## src/rtl/alu2op_pkg.sv

```systemverilog
package alu2op_pkg;

  typedef enum logic [2:0] {
    OP_MOVE  = 3'd0,
    OP_STORE = 3'd1,
    OP_ADD   = 3'd2,
    OP_SUB   = 3'd3,
    OP_CMP   = 3'd4,
    OP_AND   = 3'd5,
    OP_XOR   = 3'd6,
    OP_NOP   = 3'd7
  } alu_op_e;

  // Flag word: {sign, zero, carry, overflow}
  typedef struct packed {
    logic s;
    logic z;
    logic c;
    logic v;
  } alu_flags_t;

  localparam int FLAG_W = $bits(alu_flags_t);

endpackage

```

## src/rtl/alu2op_rst_sync.sv

```systemverilog
module alu2op_rst_sync #(
  parameter int STAGES = 2
) (
  input  logic clk,
  input  logic rst_n,
  output logic rst_sync_n
);

  logic [STAGES-1:0] sync_q;

  always_ff @(posedge clk or negedge rst_n) begin
    if (!rst_n) begin
      sync_q <= '0;
    end else begin
      sync_q <= {sync_q[STAGES-2:0], 1'b1};
    end
  end

  assign rst_sync_n = sync_q[STAGES-1];

endmodule

```

## src/rtl/alu2op_addsub.sv

```systemverilog
module alu2op_addsub #(
  parameter int WIDTH = 16
) (
  input  logic [WIDTH-1:0] src,
  input  logic [WIDTH-1:0] dst,
  input  logic             subtract,
  output logic [WIDTH-1:0] sum,
  output logic             carry,
  output logic             overflow
);

  localparam int MSB = WIDTH - 1;

  logic [WIDTH-1:0] addend;
  logic [WIDTH:0]   wide;

  always_comb begin
    addend   = subtract ? ~src : src;
    wide     = {1'b0, dst} + {1'b0, addend} + {{WIDTH{1'b0}}, subtract};
    sum      = wide[WIDTH-1:0];
    carry    = wide[WIDTH];
    overflow = (dst[MSB] == addend[MSB]) && (wide[MSB] != dst[MSB]);
  end

endmodule

```

## src/rtl/alu2op_logic.sv

```systemverilog
module alu2op_logic #(
  parameter int WIDTH = 16
) (
  input  logic [WIDTH-1:0] src,
  input  logic [WIDTH-1:0] dst,
  input  logic             use_xor,
  output logic [WIDTH-1:0] y
);

  for (genvar g = 0; g < WIDTH; g++) begin : g_bit
    assign y[g] = use_xor ? (dst[g] ^ src[g]) : (dst[g] & src[g]);
  end

endmodule

```

## src/rtl/alu2op_stage.sv

```systemverilog
module alu2op_stage
  import alu2op_pkg::*;
#(
  parameter int WIDTH      = 16,
  parameter int RST_STAGES = 2
) (
  input  logic              clk,
  input  logic              rst_n,
  input  logic              in_valid,
  input  logic [2:0]        in_op,
  input  logic [WIDTH-1:0]  in_src,
  input  logic [WIDTH-1:0]  in_dst,
  input  logic [FLAG_W-1:0] in_flags,
  output logic              out_valid,
  output logic [WIDTH-1:0]  out_result,
  output logic              out_wr_en,
  output logic [FLAG_W-1:0] out_flags
);

  localparam int MSB = WIDTH - 1;

  logic rst_sync_n;

  alu2op_rst_sync #(.STAGES(RST_STAGES)) u_rst_sync (
    .clk        (clk),
    .rst_n      (rst_n),
    .rst_sync_n (rst_sync_n)
  );

  alu_op_e          op;
  logic             as_sub;
  logic [WIDTH-1:0] as_sum;
  logic             as_carry;
  logic             as_ovf;
  logic [WIDTH-1:0] lg_y;

  assign op     = alu_op_e'(in_op);
  assign as_sub = (op == OP_SUB) || (op == OP_CMP);

  alu2op_addsub #(.WIDTH(WIDTH)) u_addsub (
    .src      (in_src),
    .dst      (in_dst),
    .subtract (as_sub),
    .sum      (as_sum),
    .carry    (as_carry),
    .overflow (as_ovf)
  );

  alu2op_logic #(.WIDTH(WIDTH)) u_logic (
    .src     (in_src),
    .dst     (in_dst),
    .use_xor (op == OP_XOR),
    .y       (lg_y)
  );

  // Next-state
  logic [WIDTH-1:0] result_d;
  logic             wr_d;
  logic             upd_sz;
  alu_flags_t       flags_in;
  alu_flags_t       flags_d;

  assign flags_in = alu_flags_t'(in_flags);

  always_comb begin
    result_d = in_dst;
    wr_d     = 1'b0;
    upd_sz   = 1'b0;
    flags_d  = flags_in;
    unique case (op)
      OP_MOVE: begin
        result_d = in_src;
        wr_d     = 1'b1;
        upd_sz   = 1'b1;
      end
      OP_STORE: begin
        result_d = in_src;
      end
      OP_ADD, OP_SUB, OP_CMP: begin
        result_d  = as_sum;
        wr_d      = (op != OP_CMP);
        upd_sz    = 1'b1;
        flags_d.c = as_carry;
        flags_d.v = as_ovf;
      end
      OP_AND, OP_XOR: begin
        result_d = lg_y;
        wr_d     = 1'b1;
        upd_sz   = 1'b1;
      end
      OP_NOP: begin
        result_d = in_dst;
      end
      default: begin
        result_d = in_dst;
      end
    endcase
    if (upd_sz) begin
      flags_d.s = result_d[MSB];
      flags_d.z = ~|result_d;
    end
  end

  // Registers
  logic             valid_q;
  logic             wr_q;
  logic [WIDTH-1:0] result_q;
  alu_flags_t       flags_q;

  always_ff @(posedge clk or negedge rst_sync_n) begin
    if (!rst_sync_n) begin
      valid_q  <= 1'b0;
      wr_q     <= 1'b0;
      result_q <= '0;
      flags_q  <= '0;
    end else begin
      valid_q <= in_valid;
      wr_q    <= in_valid & wr_d;
      if (in_valid) begin
        result_q <= result_d;
        flags_q  <= flags_d;
      end
    end
  end

  assign out_valid  = valid_q;
  assign out_wr_en  = wr_q;
  assign out_result = result_q;
  assign out_flags  = flags_q;

endmodule

```

## config.mk

```make
export PLATFORM = sky130hd
export DESIGN_NAME = alu2op_stage
export DESIGN_NICKNAME = d
export VERILOG_FILES = /design/src/rtl/alu2op_pkg.sv /design/src/rtl/alu2op_rst_sync.sv /design/src/rtl/alu2op_addsub.sv /design/src/rtl/alu2op_logic.sv /design/src/rtl/alu2op_stage.sv
export SDC_FILE = /design/constraint.sdc
export NUM_CORES = 1
export LEC_CHECK = 0
export BUFFER_PORTS_ARGS = -buffer_cell sky130_fd_sc_hd__buf_2
export CAP_MARGIN = 0
export CORE_ASPECT_RATIO = 0.6
export CORE_MARGIN = 2
export CORE_UTILIZATION = 57
export CTS_BUF_LIST = sky130_fd_sc_hd__clkbuf_8 sky130_fd_sc_hd__clkbuf_16
export CTS_CLUSTER_DIAMETER = 50
export CTS_CLUSTER_SIZE = 28
export DETAILED_ROUTE_END_ITERATION = 7
export GPL_TIMING_DRIVEN = 0
export HOLD_SLACK_MARGIN = 0.15
export PLACE_DENSITY = 0.88
export SETUP_SLACK_MARGIN = 0.05
export SYNTH_ARGS = -nofsm -noshare
export SYNTH_HDL_FRONTEND = slang
export SYNTH_HIERARCHICAL = 1
export SYNTH_SLANG_ARGS = --single-unit
```

## constraint.sdc

```tcl
create_clock -name clk -period 0.8 [get_ports clk]
set_input_delay 0.16 -clock clk [delete_from_list [all_inputs] [get_ports clk]]
set_output_delay 0.16 -clock clk [all_outputs]
set_load 0.05 [all_outputs]
```

==> results by group <==
Pwr
  • Static Leakage: roughly 2.1 nW
  • Switching share of total power: between 40% and 50%
  • Comb power frac: 65.3%
  • Part of the power in the clock network: ~14%
  • PD cells: roughly 1700 nW/um^2
  • Sequential share of power: 20.6%
  • Switch Pwr: 3.37 mW
  • Internal power: roughly 4.3 mW
  • VDD IR-drop max: approximately 1.5 mV
  • Total power: 7.69 mW

Clocking
  • Maximum clock path buffer count: 2
  • Clk slew on worst S/H paths: around 0.090 ns
  • Skew-Pair Late Insertion Delay: roughly 0.27 ns
  • CTS tree: built
  • CTS Sinks: 24
  • H-tree levels: 1
  • CTS buffer count: 3
  • Clock Root Buffer: clkbuf_8

Critical path
  • Kind of end point of the critical path: flop
  • Critical path, cell by cell: buf_8 -> buf_8 -> clkbuf_16 -> a22o_1 -> buf_6 -> buf_4 -> xor2_2 -> inv_1 -> fa_2 -> nor2b_4 -> o311ai_4 -> nand2_2 -> buf_6 -> nand3_1 -> and2_4 -> xnor2_4 -> mux2i_1 -> mux2i_1 -> a21oi_1 -> nor4b_2 -> nand4_1 -> o31ai_1
  • FF-to-FF setup slack: -0.05 ns
  • CP Launch Type: primary input
  • Crit path buf inv count: 7
  • CP max stage delay: roughly 0.37 ns
  • Crit-path max FO: 5
  • Slowest stage cell, crit path: fa_2
  • Top delay family on crit path: simple AND/OR/NAND/NOR gates
  • Critical Path RT: a little under 1 ns
  • Worst EP arrival: approximately 3.7 ns
  • Critical path class: primary input to flop

Logic synthesis
  • Post-synthesis mux area share: slightly below 20%
  • Simple-Gate Fraction of Synth Area: around an eighth
  • Sequential-to-total area share from yosys stat: between 15 and 20%
  • Netlist cell types: 58
  • Syn_area_per_cell: roughly 9 sq um
  • Cell Area, Synth: between 3000 and 4000 sq um
  • Synth Area in Compound Gates: between 20% and 30%
  • Main combinational cell family by area after synthesis: compound AO/OA/AOI/OAI gates
  • Synth warnings: 6
  • Most used DFF post-synth: dfrtp_1
  • Post-synthesis adder-cell area fraction: between 10% and 20%
  • Mapped Cells: about 370
  • Yosys reg bits: 24
  • Syn Nets: between 400 and 500
  • Number of enable flip-flop cells after synthesis: 0
  • Async SR Flop Fraction: 100%
  • Synth Area in XOR/XNOR: 8.35%

Timing
  • Clock skew: ~0.0027 ns
  • TNS Setup: -47.64 ns
  • Final Critical Period: between 3 and 4 ns
  • Final setup viols: 42
  • Final Hold Fails: 0
  • Achievable Freq: 284 MHz
  • Slew Limit Fails: 0
  • RSZ-0062 raised after global routing: true
  • Final period util: 440%
  • Slew of the pin with the lowest slew margin: 0.528 ns
  • Slew headroom: 64.8%
  • Setup ws final: -2.72 ns
  • Minimum hold slack: 0.188 ns

Route
  • Wirelength per Cell: approximately 20 microns
  • Vias: ~3500
  • Routed WL: approximately 11000 microns
  • DRC: 0
  • Routed vias/inst: between 6 and 7
  • Detailed Routing Iterations Pass 1: 6
  • Initial drt markers: about 320
  • DRT antenna net count: 0

Cells and area
  • Final net count: ~540
  • Fill count: 317
  • Share of cells above drive strength 1: a little under half
  • N_diodes: 0
  • Area Overhead vs Synth: 41.8%

Global routing
  • Initial antenna violation count: 0
  • Grt ovf: 0
  • GR Util All Layers: around a third
  • First-pass GRT wire length: approximately 17000 microns
  • Number of global-route vias before repair: ~3400
  • Pin count of the biggest net entering global routing: 23

Status
  • Status: finished with violations
  • Failing checks: negative setup slack

Worst hold path
  • Worst hold path class: primary input to async pin

Place
  • Pre-CTS WS: -3.21 ns
  • Port bufs: 62
  • RePlAce Congestion: roughly 0.93
  • HPWL after DPL: approximately 7700 microns

Floorplanning
  • Die Height: around 63 microns
  • Core box area: 5540 sq um
  • Row count: 21
  • Starting density of the core: approximately three fifths
  • Die Span X: slightly above 100 microns
  • IO Count: 64
  • Die ar.: roughly 6300 sq um

Job
  • Max Cap Viol: 0
==> placed cells by master, fill, tap and decap left out, drive strengths merged, types with 16 or more instances in the layout <==
master / Yosys / routed
xor2: 21 / 21
buf: 13 / 110
o21ai: 22 / 22
inv: 16 / 16
mux2i: 30 / 30
ha: 32 / 32
nor2: 29 / 29
a21oi: 30 / 30
dfrtp: 24 / 24
nand2: 19 / 19
mux2: 26 / 26
==> power by group through the flow <==
stage | combinational, mW | sequential, mW | clock (mW)
global route | 5.30 | 1.61 | 1.12
detailed placement | 3.80 | 1.56 | 0
global placement | 3.69 | 1.55 | 0
CTS | 4.55 | 1.58 | 1.08
finish | 5.02 | 1.58 | 1.08
floorplan | 2.25 | 2.21 | 0
==> through the flow <==
stage | util (%) | cells | instance area [sq um]
global placement | 68.5 | 508 | 3800
global route | 83.2 | 548 | 4610
CTS | 79.8 | 539 | 4430
finish | 83.2 | 548 | 4610
detailed placement | 68.5 | 508 | 3800
floorplan | - | 366 | 3390
==> final cells by class <==
type | count | area, sq um | area share (%)
plain buffers | 21 | 256 | 5.56
clock buffers | 3 | 41.3 | 0.895
clock inverters | 1 | 30.0 | 0.651
inverters | 16 | 60.1 | 1.30
multi-input cells | 305 | 2730 | 59.1
flip-flops and latches | 24 | 626 | 13.6
well taps | 80 | 100 | 2.17
repair buffers | 98 | 771 | 16.7
==> synthesized netlist by cell type, types with 2 or more instances <==
cell type	n	area, sq um
a211oi_1	4	30.0
a21o_1	2	15.0
a21oi_1	29	145
a221oi_1	8	70.1
a22oi_1	5	37.5
and2_1	4	25.0
and2b_1	2	15.0
buf_2	4	20.0
buf_6	7	78.8
clkbuf_1	8	30.0
dfrtp_1	24	601
ha_1	32	400
inv_1	16	60.1
mux2_1	2	22.5
mux2_2	13	146
mux2_4	11	165
mux2i_1	30	300
nand2_1	19	71.3
nand2b_1	2	12.5
nand3_1	5	25.0
nand4_1	2	12.5
nor2_1	29	109
nor2b_1	7	43.8
nor3_1	3	15.0
nor4b_1	2	17.5
o211ai_1	10	75.1
o21a_1	4	30.0
o21ai_0	17	85.1
o21ai_1	5	25.0
o31ai_1	3	22.5
xnor2_1	10	87.6
xor2_1	21	184
==> final timing paths <==
path / startpoint / end / cells after the start
min reg2reg: u_rst_sync/sync_q[1] / out_result[0] / 0
min: rst_n / u_rst_sync/sync_q[0] / 2
max reg2reg: out_flags[0] / out_flags[0] / 3
min in group clk: in_flags[1] / out_flags[1] / 3
max: in_op[2] / out_flags[2] / 22
max in group asynchronous: u_rst_sync/sync_q[1] / out_flags[0] / 0
==> state kept, by name, indices dropped and copies added, names as in the netlist <==
register / cells
out_wr_en: 1
u_rst_sync/sync_q: 2
out_flags: 4
out_result: 16
out_valid: 1
==> metal layers <==
layer / part of all wire [%] / global-route usage (%) / vias up
met4: 2.7 / 8.28 / 0
met2: 46 / 56.1 / 202
met3: 8.4 / 6.26 / 48
met5: 0 / 0 / -
met1: 42 / 46.0 / 1691
li1: - / - / 1546
==> cell families after synthesis <==
kind of cell / Yosys count
AO/OA/AOI/OAI: 103
AND/OR/NAND/NOR: 81
buffers and inverters: 37
XOR/XNOR: 31
flip-flops: 24
other: 1
adder cells (fa/ha/maj): 33
multiplexers: 56
==> repair_timing <==
action                                 CTS  global route
gates resized for setup                 87            23
endpoints found under the hold margin    3             0
buffers inserted                        25             9
pin swaps                               28            17
hold buffers                             2             0
setup endpoints to repair               65            43
No activity file was read; power rests on OpenSTA's default activity.
